[src/rtl/uart_bitclk_pkg.sv]
package uart_bitclk_pkg;

  typedef struct packed {
    logic ext;   // external base clock selected
    logic dbl;   // double speed
    logic os8;   // 8x oversampling
  } bclk_cfg_t;

  localparam int OS_W = 4;

  function automatic logic [OS_W-1:0] os_last(input logic os8);
    return os8 ? OS_W'(7) : OS_W'(15);
  endfunction

  function automatic logic [OS_W-1:0] os_half_m1(input logic os8);
    return os8 ? OS_W'(3) : OS_W'(7);
  endfunction

endpackage

[src/rtl/bclk_div.sv]
module bclk_div #(
  parameter int DIV_W = 12
) (
  input  logic             clk,
  input  logic             rst,
  input  logic             clr,
  input  logic [DIV_W-1:0] div_val,
  input  logic             dbl,
  output logic             tick
);
  logic [DIV_W-1:0] cnt_q;
  logic             half_q;
  logic             reload;

  assign reload = (cnt_q == '0);
  assign tick   = reload && (dbl || half_q);

  always_ff @(posedge clk) begin
    if (rst) begin
      cnt_q  <= '0;
      half_q <= 1'b0;
    end else if (clr) begin
      cnt_q  <= div_val;
      half_q <= 1'b0;
    end else if (reload) begin
      cnt_q  <= div_val;
      half_q <= ~half_q;
    end else begin
      cnt_q  <= cnt_q - 1'b1;
    end
  end
endmodule

[src/rtl/bclk_ext_edge.sv]
module bclk_ext_edge #(
  parameter int SYNC_STAGES = 2
) (
  input  logic clk,
  input  logic rst,
  input  logic ext_in,
  output logic rise
);
  logic [SYNC_STAGES:0] sh_q;

  always_ff @(posedge clk) begin
    if (rst) sh_q <= '0;
    else     sh_q <= {sh_q[SYNC_STAGES-1:0], ext_in};
  end

  assign rise = sh_q[SYNC_STAGES-1] && !sh_q[SYNC_STAGES];
endmodule

[src/rtl/bclk_os_cnt.sv]
module bclk_os_cnt
  import uart_bitclk_pkg::*;
(
  input  logic clk,
  input  logic rst,
  input  logic clr,
  input  logic tick,
  input  logic os8,
  output logic base_tick,
  output logic bit_tick,
  output logic mid_tick
);
  logic [OS_W-1:0] cnt_q;
  logic [OS_W-1:0] last;
  logic [OS_W-1:0] half_m1;

  assign last    = os_last(os8);
  assign half_m1 = os_half_m1(os8);

  always_ff @(posedge clk) begin
    if (rst || clr) begin
      cnt_q     <= '0;
      base_tick <= 1'b0;
      bit_tick  <= 1'b0;
      mid_tick  <= 1'b0;
    end else begin
      base_tick <= tick;
      bit_tick  <= tick && (cnt_q == last);
      mid_tick  <= tick && (cnt_q == half_m1);
      if (tick) cnt_q <= (cnt_q == last) ? '0 : cnt_q + 1'b1;
    end
  end
endmodule

[src/rtl/bclk_tx.sv]
module bclk_tx #(
  parameter int DATA_W = 8
) (
  input  logic              clk,
  input  logic              rst,
  input  logic              bit_tick,
  input  logic              mid_tick,
  input  logic              start,
  input  logic [DATA_W-1:0] data,
  input  logic              par_en,
  input  logic              par_odd,
  input  logic              clk_en,
  output logic              txd,
  output logic              sclk,
  output logic              busy
);
  localparam int SH_W  = DATA_W + 2;
  localparam int CNT_W = $clog2(DATA_W + 3);

  logic              pend_q, act_q;
  logic [CNT_W-1:0]  rem_q;
  logic [SH_W-1:0]   sh_q;
  logic              par_bit;
  logic              more;

  assign par_bit = (^data) ^ par_odd;
  assign busy    = pend_q || act_q;
  assign more    = pend_q || (act_q && (rem_q != '0));

  always_ff @(posedge clk) begin
    if (rst) begin
      pend_q <= 1'b0;
      act_q  <= 1'b0;
      rem_q  <= '0;
      sh_q   <= '1;
      txd    <= 1'b1;
      sclk   <= 1'b1;
    end else begin
      if (start && !busy) pend_q <= 1'b1;
      if (bit_tick) begin
        sclk <= !(clk_en && more);
        if (pend_q) begin
          pend_q <= 1'b0;
          act_q  <= 1'b1;
          txd    <= 1'b0;
          sh_q   <= {1'b1, par_en ? par_bit : 1'b1, data};
          rem_q  <= CNT_W'(DATA_W + 1) + CNT_W'(par_en);
        end else if (act_q) begin
          if (rem_q != '0) begin
            txd   <= sh_q[0];
            sh_q  <= {1'b1, sh_q[SH_W-1:1]};
            rem_q <= rem_q - 1'b1;
          end else begin
            act_q <= 1'b0;
            txd   <= 1'b1;
          end
        end
      end else if (mid_tick) begin
        sclk <= 1'b1;
      end
    end
  end
endmodule

[src/rtl/uart_bitclk_gen.sv]
module uart_bitclk_gen
  import uart_bitclk_pkg::*;
#(
  parameter int DIV_W  = 12,
  parameter int DATA_W = 8
) (
  input  logic              clk,
  input  logic              rst,
  input  logic [DIV_W-1:0]  div_val,
  input  logic              dbl_speed,
  input  logic              os_sel8,
  input  logic              ext_clk_sel,
  input  logic              ext_clk_in,
  input  logic              clk_out_en,
  input  logic              parity_en,
  input  logic              parity_odd,
  input  logic              tx_start,
  input  logic [DATA_W-1:0] tx_data,
  output logic              base_tick,
  output logic              bit_tick,
  output logic              mid_tick,
  output logic              sclk_out,
  output logic              txd,
  output logic              tx_busy
);
  bclk_cfg_t cfg_q, cfg_live;
  logic      apply;
  logic      div_tick, ext_rise, raw_tick;

  assign cfg_live = '{ext: ext_clk_sel, dbl: dbl_speed, os8: os_sel8};
  assign apply    = !tx_busy && (cfg_live != cfg_q);

  always_ff @(posedge clk) begin
    if (rst)        cfg_q <= '0;
    else if (apply) cfg_q <= cfg_live;
  end

  bclk_div #(.DIV_W(DIV_W)) u_div (
    .clk(clk), .rst(rst), .clr(apply), .div_val(div_val),
    .dbl(cfg_q.dbl), .tick(div_tick)
  );

  bclk_ext_edge #(.SYNC_STAGES(2)) u_ext (
    .clk(clk), .rst(rst), .ext_in(ext_clk_in), .rise(ext_rise)
  );

  assign raw_tick = cfg_q.ext ? ext_rise : div_tick;

  bclk_os_cnt u_os (
    .clk(clk), .rst(rst), .clr(apply), .tick(raw_tick), .os8(cfg_q.os8),
    .base_tick(base_tick), .bit_tick(bit_tick), .mid_tick(mid_tick)
  );

  bclk_tx #(.DATA_W(DATA_W)) u_tx (
    .clk(clk), .rst(rst), .bit_tick(bit_tick), .mid_tick(mid_tick),
    .start(tx_start), .data(tx_data), .par_en(parity_en),
    .par_odd(parity_odd), .clk_en(clk_out_en && !cfg_q.ext),
    .txd(txd), .sclk(sclk_out), .busy(tx_busy)
  );
endmodule

[config.mk]
export PLATFORM = sky130hd
export DESIGN_NAME = uart_bitclk_gen
export DESIGN_NICKNAME = d
export VERILOG_FILES = /design/src/rtl/uart_bitclk_pkg.sv /design/src/rtl/bclk_div.sv /design/src/rtl/bclk_ext_edge.sv /design/src/rtl/bclk_os_cnt.sv /design/src/rtl/bclk_tx.sv /design/src/rtl/uart_bitclk_gen.sv
export SDC_FILE = /design/constraint.sdc
export NUM_CORES = 1
export LEC_CHECK = 0
export ABC_AREA = 1
export BUFFER_PORTS_ARGS = -buffer_cell sky130_fd_sc_hd__buf_4
export CAP_MARGIN = 20
export CORE_ASPECT_RATIO = 0.5
export CORE_MARGIN = 2
export CORE_UTILIZATION = 56
export CTS_CLUSTER_DIAMETER = 120
export DETAILED_ROUTE_END_ITERATION = 10
export PLACE_DENSITY_LB_ADDON = 0.1
export SYNTH_ARGS = -nofsm -noshare
export SYNTH_HDL_FRONTEND = slang
export SYNTH_SLANG_ARGS = --single-unit
[constraint.sdc]
create_clock -name clk -period 2 [get_ports clk]
set_clock_uncertainty 0.05 [all_clocks]
set_input_delay 0 -clock clk [delete_from_list [all_inputs] [get_ports clk]]
set_output_delay 0 -clock clk [all_outputs]
set_load 0.01 [all_outputs]
# ---- After elaboration in Yosys (flattened, before gate mapping)
# Cells that the tools add are included.
# W data, S select, Z words.
dict set report totals {
  register_bits 44
  out_inout_bits 6
  input_bits 30
}
dict set report classes {
  n_mux 24
  n_bitwise 2
  n_reduce_logical 26
  n_addsub 4
  eq_ne 3
}
# op count
set op_table {}
lappend op_table {{$mux W10} 3}
lappend op_table {{$mux W12} 2}
lappend op_table {{$mux W4} 5}
lappend op_table {{$mux W1} 13}
lappend op_table {{$logic_not A12 Y1} 1}
lappend op_table {{$sub A12 B1 Y12 const B} 1}
lappend op_table {{$logic_and A1 B1 Y1} 9}
lappend op_table {{$eq A4 B4 Y1} 2}
lappend op_table {{$reduce_xor A8 Y1} 1}
lappend op_table {{$reduce_bool A2 Y1} 3}
lappend op_table {{$add A4 B1 Y4 const A} 1}
lappend op_table {{$add A4 B1 Y4 const B} 1}
lappend op_table {{$logic_not A1 Y1} 4}
lappend op_table {{$logic_or A1 B1 Y1} 4}
lappend op_table {{$reduce_bool A4 Y1} 1}
lappend op_table {{$sub A4 B1 Y4 const B} 1}
lappend op_table {{$mux W3} 1}
lappend op_table {{$ne A3 B3 Y1} 1}
lappend op_table {{$reduce_and A3 Y1} 1}
lappend op_table {{$reduce_and A2 Y1} 1}
lappend op_table {{$reduce_or A2 Y1} 1}
lappend op_table {{$not A1 Y1} 1}
lappend op_table {{$xor A1 B1 Y1} 1}

# ---- Longest topological paths before layout
# Gate-level depths: netlist (run 1).
dict set report depth {
  word_depth 6
  mapped_depth 10
}

# ---- By module
# A second synthesis (run 1) with hierarchy kept.
dict set report hier_totals {
  hier_cells 363
  area_unflattened_um2 2424.8
}
# module cells_per_inst area_each_um2 seq_area_each_um2 n_inst
set by_module_without_submodules {}
lappend by_module_without_submodules {bclk_tx 142 999.7 340.3 1}
lappend by_module_without_submodules {bclk_div 142 867.1 260.2 1}
lappend by_module_without_submodules {bclk_os_cnt 40 291.5 140.1 1}
lappend by_module_without_submodules {uart_bitclk_gen 29 180.2 60.1 1}
lappend by_module_without_submodules {bclk_ext_edge 10 86.3 60.1 1}

# ---- Worst setup path after synthesis (run 1)
# No wires, ideal clock.
dict set report synth_path {
  path_kind {register to register}
  startpoint {register u_div.cnt_q[0]}
  endpoint {register u_div.cnt_q[6]}
  path_slack_ns 0.552
  setup_ns 0.132
  period_less_slack_ns 1.448
  n_path_buf 1
  t_arrival_ns 1.266
  required_ns 1.818
  path_stages_with_launch 9
  path_cell_list {dfxtp_1 > inv_1 > ha_1 > inv_1 > nor3_4 > nand3_2 > buf_4 > a21oi_1 > nor3_1}
}
dict set report synth_between {
  elab_chain_len 3
}
# element line
set synth_rtl {}
lappend synth_rtl {{start: declaration} bclk_div.sv:11} ;# logic [DIV_W-1:0] cnt_q;
lappend synth_rtl {{start signal: assignment} bclk_div.sv:23} ;# cnt_q <= div_val;
lappend synth_rtl {{start signal: assignment} bclk_div.sv:26} ;# cnt_q <= div_val;
lappend synth_rtl {{start signal: assignment} bclk_div.sv:29} ;# cnt_q <= cnt_q - 1'b1;
lappend synth_rtl {{$sub A12 B1 Y12 or $logic_not A12 Y1 (tied branches)} {bclk_div.sv:29, bclk_div.sv:15}}
lappend synth_rtl {{$mux W12 (*)} bclk_div.sv:25} ;# end else if (reload) begin
lappend synth_rtl {{$mux W12 (*)} bclk_div.sv:22} ;# end else if (clr) begin
# Mark *: on every way between the ends. The rest lies on a longest branch, timed or not.
# A chain may end at the register's enable or synchronous reset.

# ---- Final worst setup path (run 1)
# Ends and elaborated chain as after synthesis.

==> results of run 1 <==
==> final timing paths <==
path                       start        endpoint  slack, ns  cells past startpoint
setup reg to reg  u_div.cnt_q[0]  u_div.cnt_q[6]       0.25                      8
hold reg to reg    u_ext.sh_q[0]   u_ext.sh_q[1]       0.34                      2
setup / recovery  u_div.cnt_q[0]  u_div.cnt_q[6]       0.25                      8
hold / removal        tx_data[5]    u_tx.sh_q[5]      0.006                      3
==> flip-flops by register name, indices dropped and copies added, names as in the netlist <==
| name | count |
|---|---|
| u_div.cnt_q | 12 |
| u_tx.sh_q | 9 |
| u_os.cnt_q | 4 |
| u_tx.rem_q | 4 |
| cfg_q | 3 |
| u_ext.sh_q | 3 |
| u_div.half_q | 1 |
| u_os.base_tick | 1 |
| u_os.bit_tick | 1 |
| u_os.mid_tick | 1 |
| u_tx.act_q | 1 |
| u_tx.pend_q | 1 |
| u_tx.sclk | 1 |
| u_tx.txd | 1 |
==> tightest hold or removal path: stages <==
cell and delay, ns:
buf_4 0.09, o21ai_0 0.07, o211ai_1 0.16
==> logic make-up (layout without fill, tap and decap cells) <==
| group | Yosys count | in the layout | share of synthesized area |
|---|---|---|---|
| DFF | 43 | 43 | 0.377 |
| adders and majority gates | 5 | 5 | 0.0274 |
| AOI/OAI and AO/OA | 64 | 64 | 0.153 |
| buffers and inverters | 58 | 117 | 0.109 |
| and+or+nand+nor | 148 | 148 | 0.287 |
| xor gates and xnor gates | 12 | 12 | 0.0460 |
==> through the flow <==
step                instance area, um2  hold slack [ns]  cells  setup slack [ns]  utilization
finish                            2880          0.00560    443             0.253        0.739
global route                      2880           0.0313    443            0.0332        0.739
CTS                               2880          0.00229    443             0.253        0.739
detailed placement                2570            0.166    412             0.263        0.658
global placement                  2570            0.150    412             0.363        0.658
floorplan                         2290           0.0285    330             0.552            -
==> area by class of cell <==
class | instances | area [um2] | area share
clock inverters | 2 | 12.5 | 0.00434
clock buffers | 6 | 72.6 | 0.0252
inverters | 48 | 180 | 0.0625
multi-input cells | 229 | 1170 | 0.407
well taps | 54 | 67.6 | 0.0234
repair buffers | 61 | 515 | 0.179
flip-flops and latches | 43 | 861 | 0.298
==> per-layer routing <==
metal / GRT usage / wire (um)
met1: 0.267 / 2290
met2: 0.402 / 2310
met3: 0.0603 / 237
met4: 0.104 / 53
met5: 0 / 0
==> power by group through the flow <==
stage	Sequential [mW]	Clock, mW	Combinational (mW)
final	0.956	0.554	0.483
after floorplan	0.961	0	0.343
after global placement	0.972	0	0.424
after CTS	0.954	0.564	0.480
after detailed placement	0.973	0	0.439
after global routing	0.962	0.605	0.550
==> layout by cell type, fill, tap and decap left out, types with 3 or more instances in the layout <==
master / netlist / layout
a21oi_1: 27 / 27
xnor2_1: 8 / 8
nor2_1: 42 / 42
nand3_1: 15 / 15
clkbuf_8: 0 / 5
xor2_1: 4 / 4
dlygate4sd3_1: 0 / 23
o211ai_1: 10 / 10
buf_4: 2 / 38
nor3_1: 9 / 9
o21ai_0: 23 / 23
inv_1: 46 / 46
ha_1: 5 / 5
nand2_1: 67 / 67
nand4_1: 3 / 3
dfxtp_1: 43 / 43
==> metrics.cfg, run 1 <==
[logic_synthesis]
synth_top_area_frac = 0.377
synthesis.nets = 365
ys_seq_area_frac = 0.377
synth.area.top_cells = dfxtp_1 (38%), nand2_1 (11%), inv_1 (7.6%)
synth_common_cells = nand2_1 (67), inv_1 (46), dfxtp_1 (43)
yosysMostFrequentCell = nand2_1
ys_warn_count = 0
yosysUniqueCellTypes = 29
synthCells = 330
synth_edf_count = 0
synth_area_leader_cell = dfxtp_1
ys_ff_latch = 43
synth.avg_cell_area_um2 = 6.93
syn-cell-area_mm2 = 0.00229
async_flop_share = 0
ys.flop_type = dfxtp_1

[pwr]
p_total_mw = 1.99
ir_worst_vdd_uv = 460
p_leak_nw = 1.40
power_density_mw_per_mm2 = 691
clock_power_share = 0.278
p_comb_frac = 0.242
switching_power_mw = 0.631
p_int_mw = 1.36
p_seq_frac = 0.480
sw_frac_of_total = 0.316

[critical_path]
path_buf_inv = 2
end_kind = flip-flop
critPathMaxStageDelay_ns = 0.30
cpMostUsedCell = inv_1
required_ns = 2.18
cp_max_fo = 14
critPathTopFamily = simple AND/OR/NAND/NOR gates
cp.arrival_ns = 1.92
cp_slowest_cell = dfxtp_1
cp_cell_sequence = inv_1, ha_1, inv_1, nor3_4, nand3_2, nand2_4, nor2_1, nor3_1
start_kind = flip-flop
path_class = reg -> reg

[clocking]
root_buffer = clkbuf_8
cts_buffers = 5
cts_buffer_depth = 2
worstSkewPairLatency_ns = 0.31
ctsResizeCount = 0
postCtsSetupRepairBufs = 0
cts.clk_slew.worst_paths_ns = 0.09
cts_tree = built
ctsHtreeMaxLevel = 2
cts_hold_buf = 23
clock_sinks = 43

[detailed_routing]
antenna_left = 0
firstDrtPassIters = 4
drc_errors = 0
wire_per_inst_um = 11.0
wl_mm = 4.89
vias = 2196
dr.first_iter.drc_count = 78
viasPerCell = 4.96

[die]
start_util = 0.586
io_pins = 36
fp.coreArea_mm2 = 0.00390
die_y_um = 49.2
rows = 16
die_area_mm2 = 0.00464
die_w_um = 94.4

[sta]
final-hold-violation-count = 0
fin_crit_ns = 1.75
worst_pin_slew_ns = 0.411
slew_violations = 0
finalSetupViolations = 0
tns_ns = 0
fmax_mhz = 572
fin_crit_sh = 0.873
slew_headroom = 0.726
rsz0062_at_grt = no

[cells_and_area]
area_growth_pct = 26.2
drive_above_1_share = 0.147
fin_nets = 423
antenna_cells = 0
fillers = 302

[placed_design]
port_buffers = 35
place_congestion = 0.845
hpwl_mm = 3.44

[status]
status = finished clean

[global_routing]
grt_pass1_wl_mm = 8.30
grt_usage = 0.230
grt_overflow_total = 0
antenna_found_initial = 0
grt_max_degree = 23
grt_pass1_vias = 2042

[flow_run]
max-cap-violations = 0

[hold_path]
hold_class = in -> reg

(Power assumes the default switching activity.)
==> run 2, diff against run 1 <==
--- a/config.mk
+++ b/config.mk
@@ -5,7 +5,7 @@
 export SDC_FILE = /design/constraint.sdc
 export NUM_CORES = 1
 export LEC_CHECK = 0
-export ABC_AREA = 1
+export ABC_AREA = 0
 export BUFFER_PORTS_ARGS = -buffer_cell sky130_fd_sc_hd__buf_4
 export CAP_MARGIN = 20
 export CORE_ASPECT_RATIO = 0.5
==> metrics.cfg, run 2 <==
[cells_and_area]
fin_nets = 334  ; -21%
drive_above_1_share = 0.220  ; +0.0735
final_area_mm2 = 0.00287  ; -0.65%
final_common_cell = buf_4
fillers = 242  ; -20%
layout_common_cells = buf_4 (44), dfxtp_1 (43), dlygate4sd3_1 (23), a21oi_1 (22), nand2_1 (16)
top_regs = u_div.cnt_q (12), u_tx.sh_q (9)
fin_cells = 351  ; -21%
area_growth_pct = 31.7
utilization = 0.804  ; +0.0647
regMostFlops = u_div.cnt_q
antenna_cells = 0  ; unchanged
largest_reg_flops = 12  ; unchanged

[logic_synthesis]
synth_top_area_frac = 0.396  ; +0.0191
synth_area_leader_cell = dfxtp_1
synth_common_cells = dfxtp_1 (43), a21oi_1 (22), nand2_1 (16)
ys_ff_latch = 43  ; unchanged
synth_compound_area_frac = 0.210  ; +0.0566
syn-cell-area_mm2 = 0.00218  ; -4.8%
ys_warn_count = 0  ; unchanged
synth_xor_xnor_area_share = 0.0909  ; +0.0449
ys.flop_type = dfxtp_1
yosysMostFrequentCell = dfxtp_1
synthSimpleGateAreaFrac = 0.183  ; -0.104
synth.avg_cell_area_um2 = 9.14  ; +32%
synth_fa_ha_area_frac = 0.0288  ; +0.00138
synth_top_family_by_area = compound AO/OA/AOI/OAI gates
synthesis.nets = 273  ; -25%
synthCells = 238  ; -28%
synth.area.top_cells = dfxtp_1 (40%), xnor2_1 (5.6%), a21oi_1 (5.1%)
async_flop_share = 0  ; unchanged
synth_edf_count = 0  ; unchanged
ys_seq_area_frac = 0.396  ; +0.0191
synth.mux.area_fraction = 0.0506  ; +0.0506
yosysUniqueCellTypes = 49  ; +69%

[die]
die_area_mm2 = 0.00443  ; -4.5%
die_y_um = 48.1  ; -2.2%
fp.coreArea_mm2 = 0.00357  ; -8.7%
io_pins = 36  ; unchanged
die_w_um = 92.2  ; -2.3%
rows = 15  ; -1
start_util = 0.610  ; +0.0246

[critical_path]
critPathMaxStageDelay_ns = 0.40  ; +0.10 ns
path_class = reg -> reg
cp_max_fo = 11  ; -3
path_buf_inv = 1  ; -1
ff2ff_path_depth = 6  ; -2
cp.arrival_ns = 1.92  ; about the same
cp_slowest_cell = nor2_2
required_ns = 2.10  ; -0.08 ns
cp_num_cells = 6  ; -2
cp_cell_sequence = inv_1, ha_1, nor4b_2, and3_1, nor2_2, a311oi_1
start_kind = flip-flop
critPathTopFamily = simple AND/OR/NAND/NOR gates
end_kind = flip-flop

[sta]
tns_ns = 0  ; unchanged
finalWorstSetupSlack_ns = 0.179  ; -0.0744 ns
slew_violations = 0  ; unchanged
fin_crit_sh = 0.911  ; +0.0372
fin_crit_ns = 1.82  ; +0.0744 ns
worst_pin_slew_ns = 0.683  ; +0.272 ns
rsz0062_at_grt = no
slew_headroom = 0.545  ; -0.181
final-hold-violation-count = 0  ; unchanged
finalSetupViolations = 0  ; unchanged
fmax_mhz = 549  ; -4.1%

[clocking]
ctsHtreeMaxLevel = 2  ; unchanged
cts_tree = built
worstSkewPairLatency_ns = 0.30  ; about the same
postCtsSetupRepairBufs = 0  ; unchanged
cts_buffers = 5  ; unchanged
root_buffer = clkbuf_8
cts.clk_slew.worst_paths_ns = 0.08  ; about the same
clock_sinks = 43  ; unchanged
cts_buffer_depth = 2  ; unchanged

[global_routing]
grt_max_degree = 27  ; +17%
antenna_found_initial = 0  ; unchanged
grt_pass1_vias = 1788  ; -12%
grt_pass1_wl_mm = 7.97  ; -4.0%
grt_overflow_total = 0  ; unchanged
grt_usage = 0.238  ; +0.00761

[pwr]
ir_worst_vdd_uv = 447  ; -2.7%
p_leak_nw = 1.19  ; -15%
power_density_mw_per_mm2 = 740  ; +7.0%

[placed_design]
place_area_mm2 = 0.00251  ; -2.1%
port_buffers = 35  ; unchanged
placedCellCount = 320  ; -22%
hpwl_mm = 3.30  ; -4.0%
place_congestion = 0.875  ; +3.6%
dp_worst_setup_slack_ns = -0.0570  ; -0.320 ns

[detailed_routing]
firstDrtPassIters = 4  ; unchanged
antenna_left = 0  ; unchanged
drc_errors = 0  ; unchanged
wl_mm = 5.05  ; +3.3%
wire_per_inst_um = 14.4  ; +30%
vias = 1981  ; -9.8%
dr.first_iter.drc_count = 66  ; -15%
viasPerCell = 5.64  ; +14%

[status]
status = finished clean

[hold_path]
hold_class = in -> reg
hold_path_depth = 2  ; -1

[flow_run]
max-cap-violations = 0  ; unchanged

[run 2: cell type report]
type | instances | area [um2] | area share
clock buffer | 6 | 82.6 | 0.0288
multi-input combinational | 173 | 1230 | 0.429
inverter | 9 | 33.8 | 0.0118
timing repair buffer | 67 | 561 | 0.196
tap | 51 | 63.8 | 0.0223
clock inverter | 2 | 35.0 | 0.0122
sequential | 43 | 861 | 0.300
[run 2: through the flow]
step / hold slack, ns / total power [mW]
after floorplan: 0.0782 / 1.26
after global placement: 0.166 / 1.38
after detailed placement: 0.168 / 1.39
after CTS: 0.000343 / 2.13
after global routing: 0.0130 / 2.21
final: 0.0106 / 2.12
[run 2: power breakdown]
group / switching [mW] / leakage (nW) / internal, mW
Combinational: 0.230 / 0.774 / 0.233
Clock: 0.297 / 0.0612 / 0.404
Sequential: 0.0534 / 0.352 / 0.901
[run 2: what timing repair did]
action,in CTS,in global routing
setup endpoints to repair,6,0
resized for setup,1,0
hold buffers,22,1
endpoints found under the hold margin,22,1
[run 2: cells by family (layout without fill, tap and decap cells)]
group | after synthesis | in the layout
and+or+nand+nor | 69 | 69
xor gates and xnor gates | 21 | 21
muxes | 11 | 11
adders and majority gates | 5 | 5
DFF | 43 | 43
AOI/OAI and AO/OA | 67 | 67
buffers and inverters | 22 | 84
[run 2: layer usage]
metal	vias up	track usage	wire length (um)
li1	985	-	-
met1	956	0.274	2350
met2	32	0.465	2490
met3	8	0.0488	151
met4	0	0.0896	65
met5	-	0	0
[run 2: final timing paths]
| kind | from | end | slack (ns) |
|---|---|---|---|
| worst min-delay path | rst | u_tx.rem_q[1] | 0.01 |
| worst min register to register | u_ext.sh_q[0] | u_ext.sh_q[1] | 0.39 |
| worst max-delay path | u_div.cnt_q[0] | u_div.cnt_q[3] | 0.18 |
| worst max register to register | u_div.cnt_q[0] | u_div.cnt_q[3] | 0.18 |
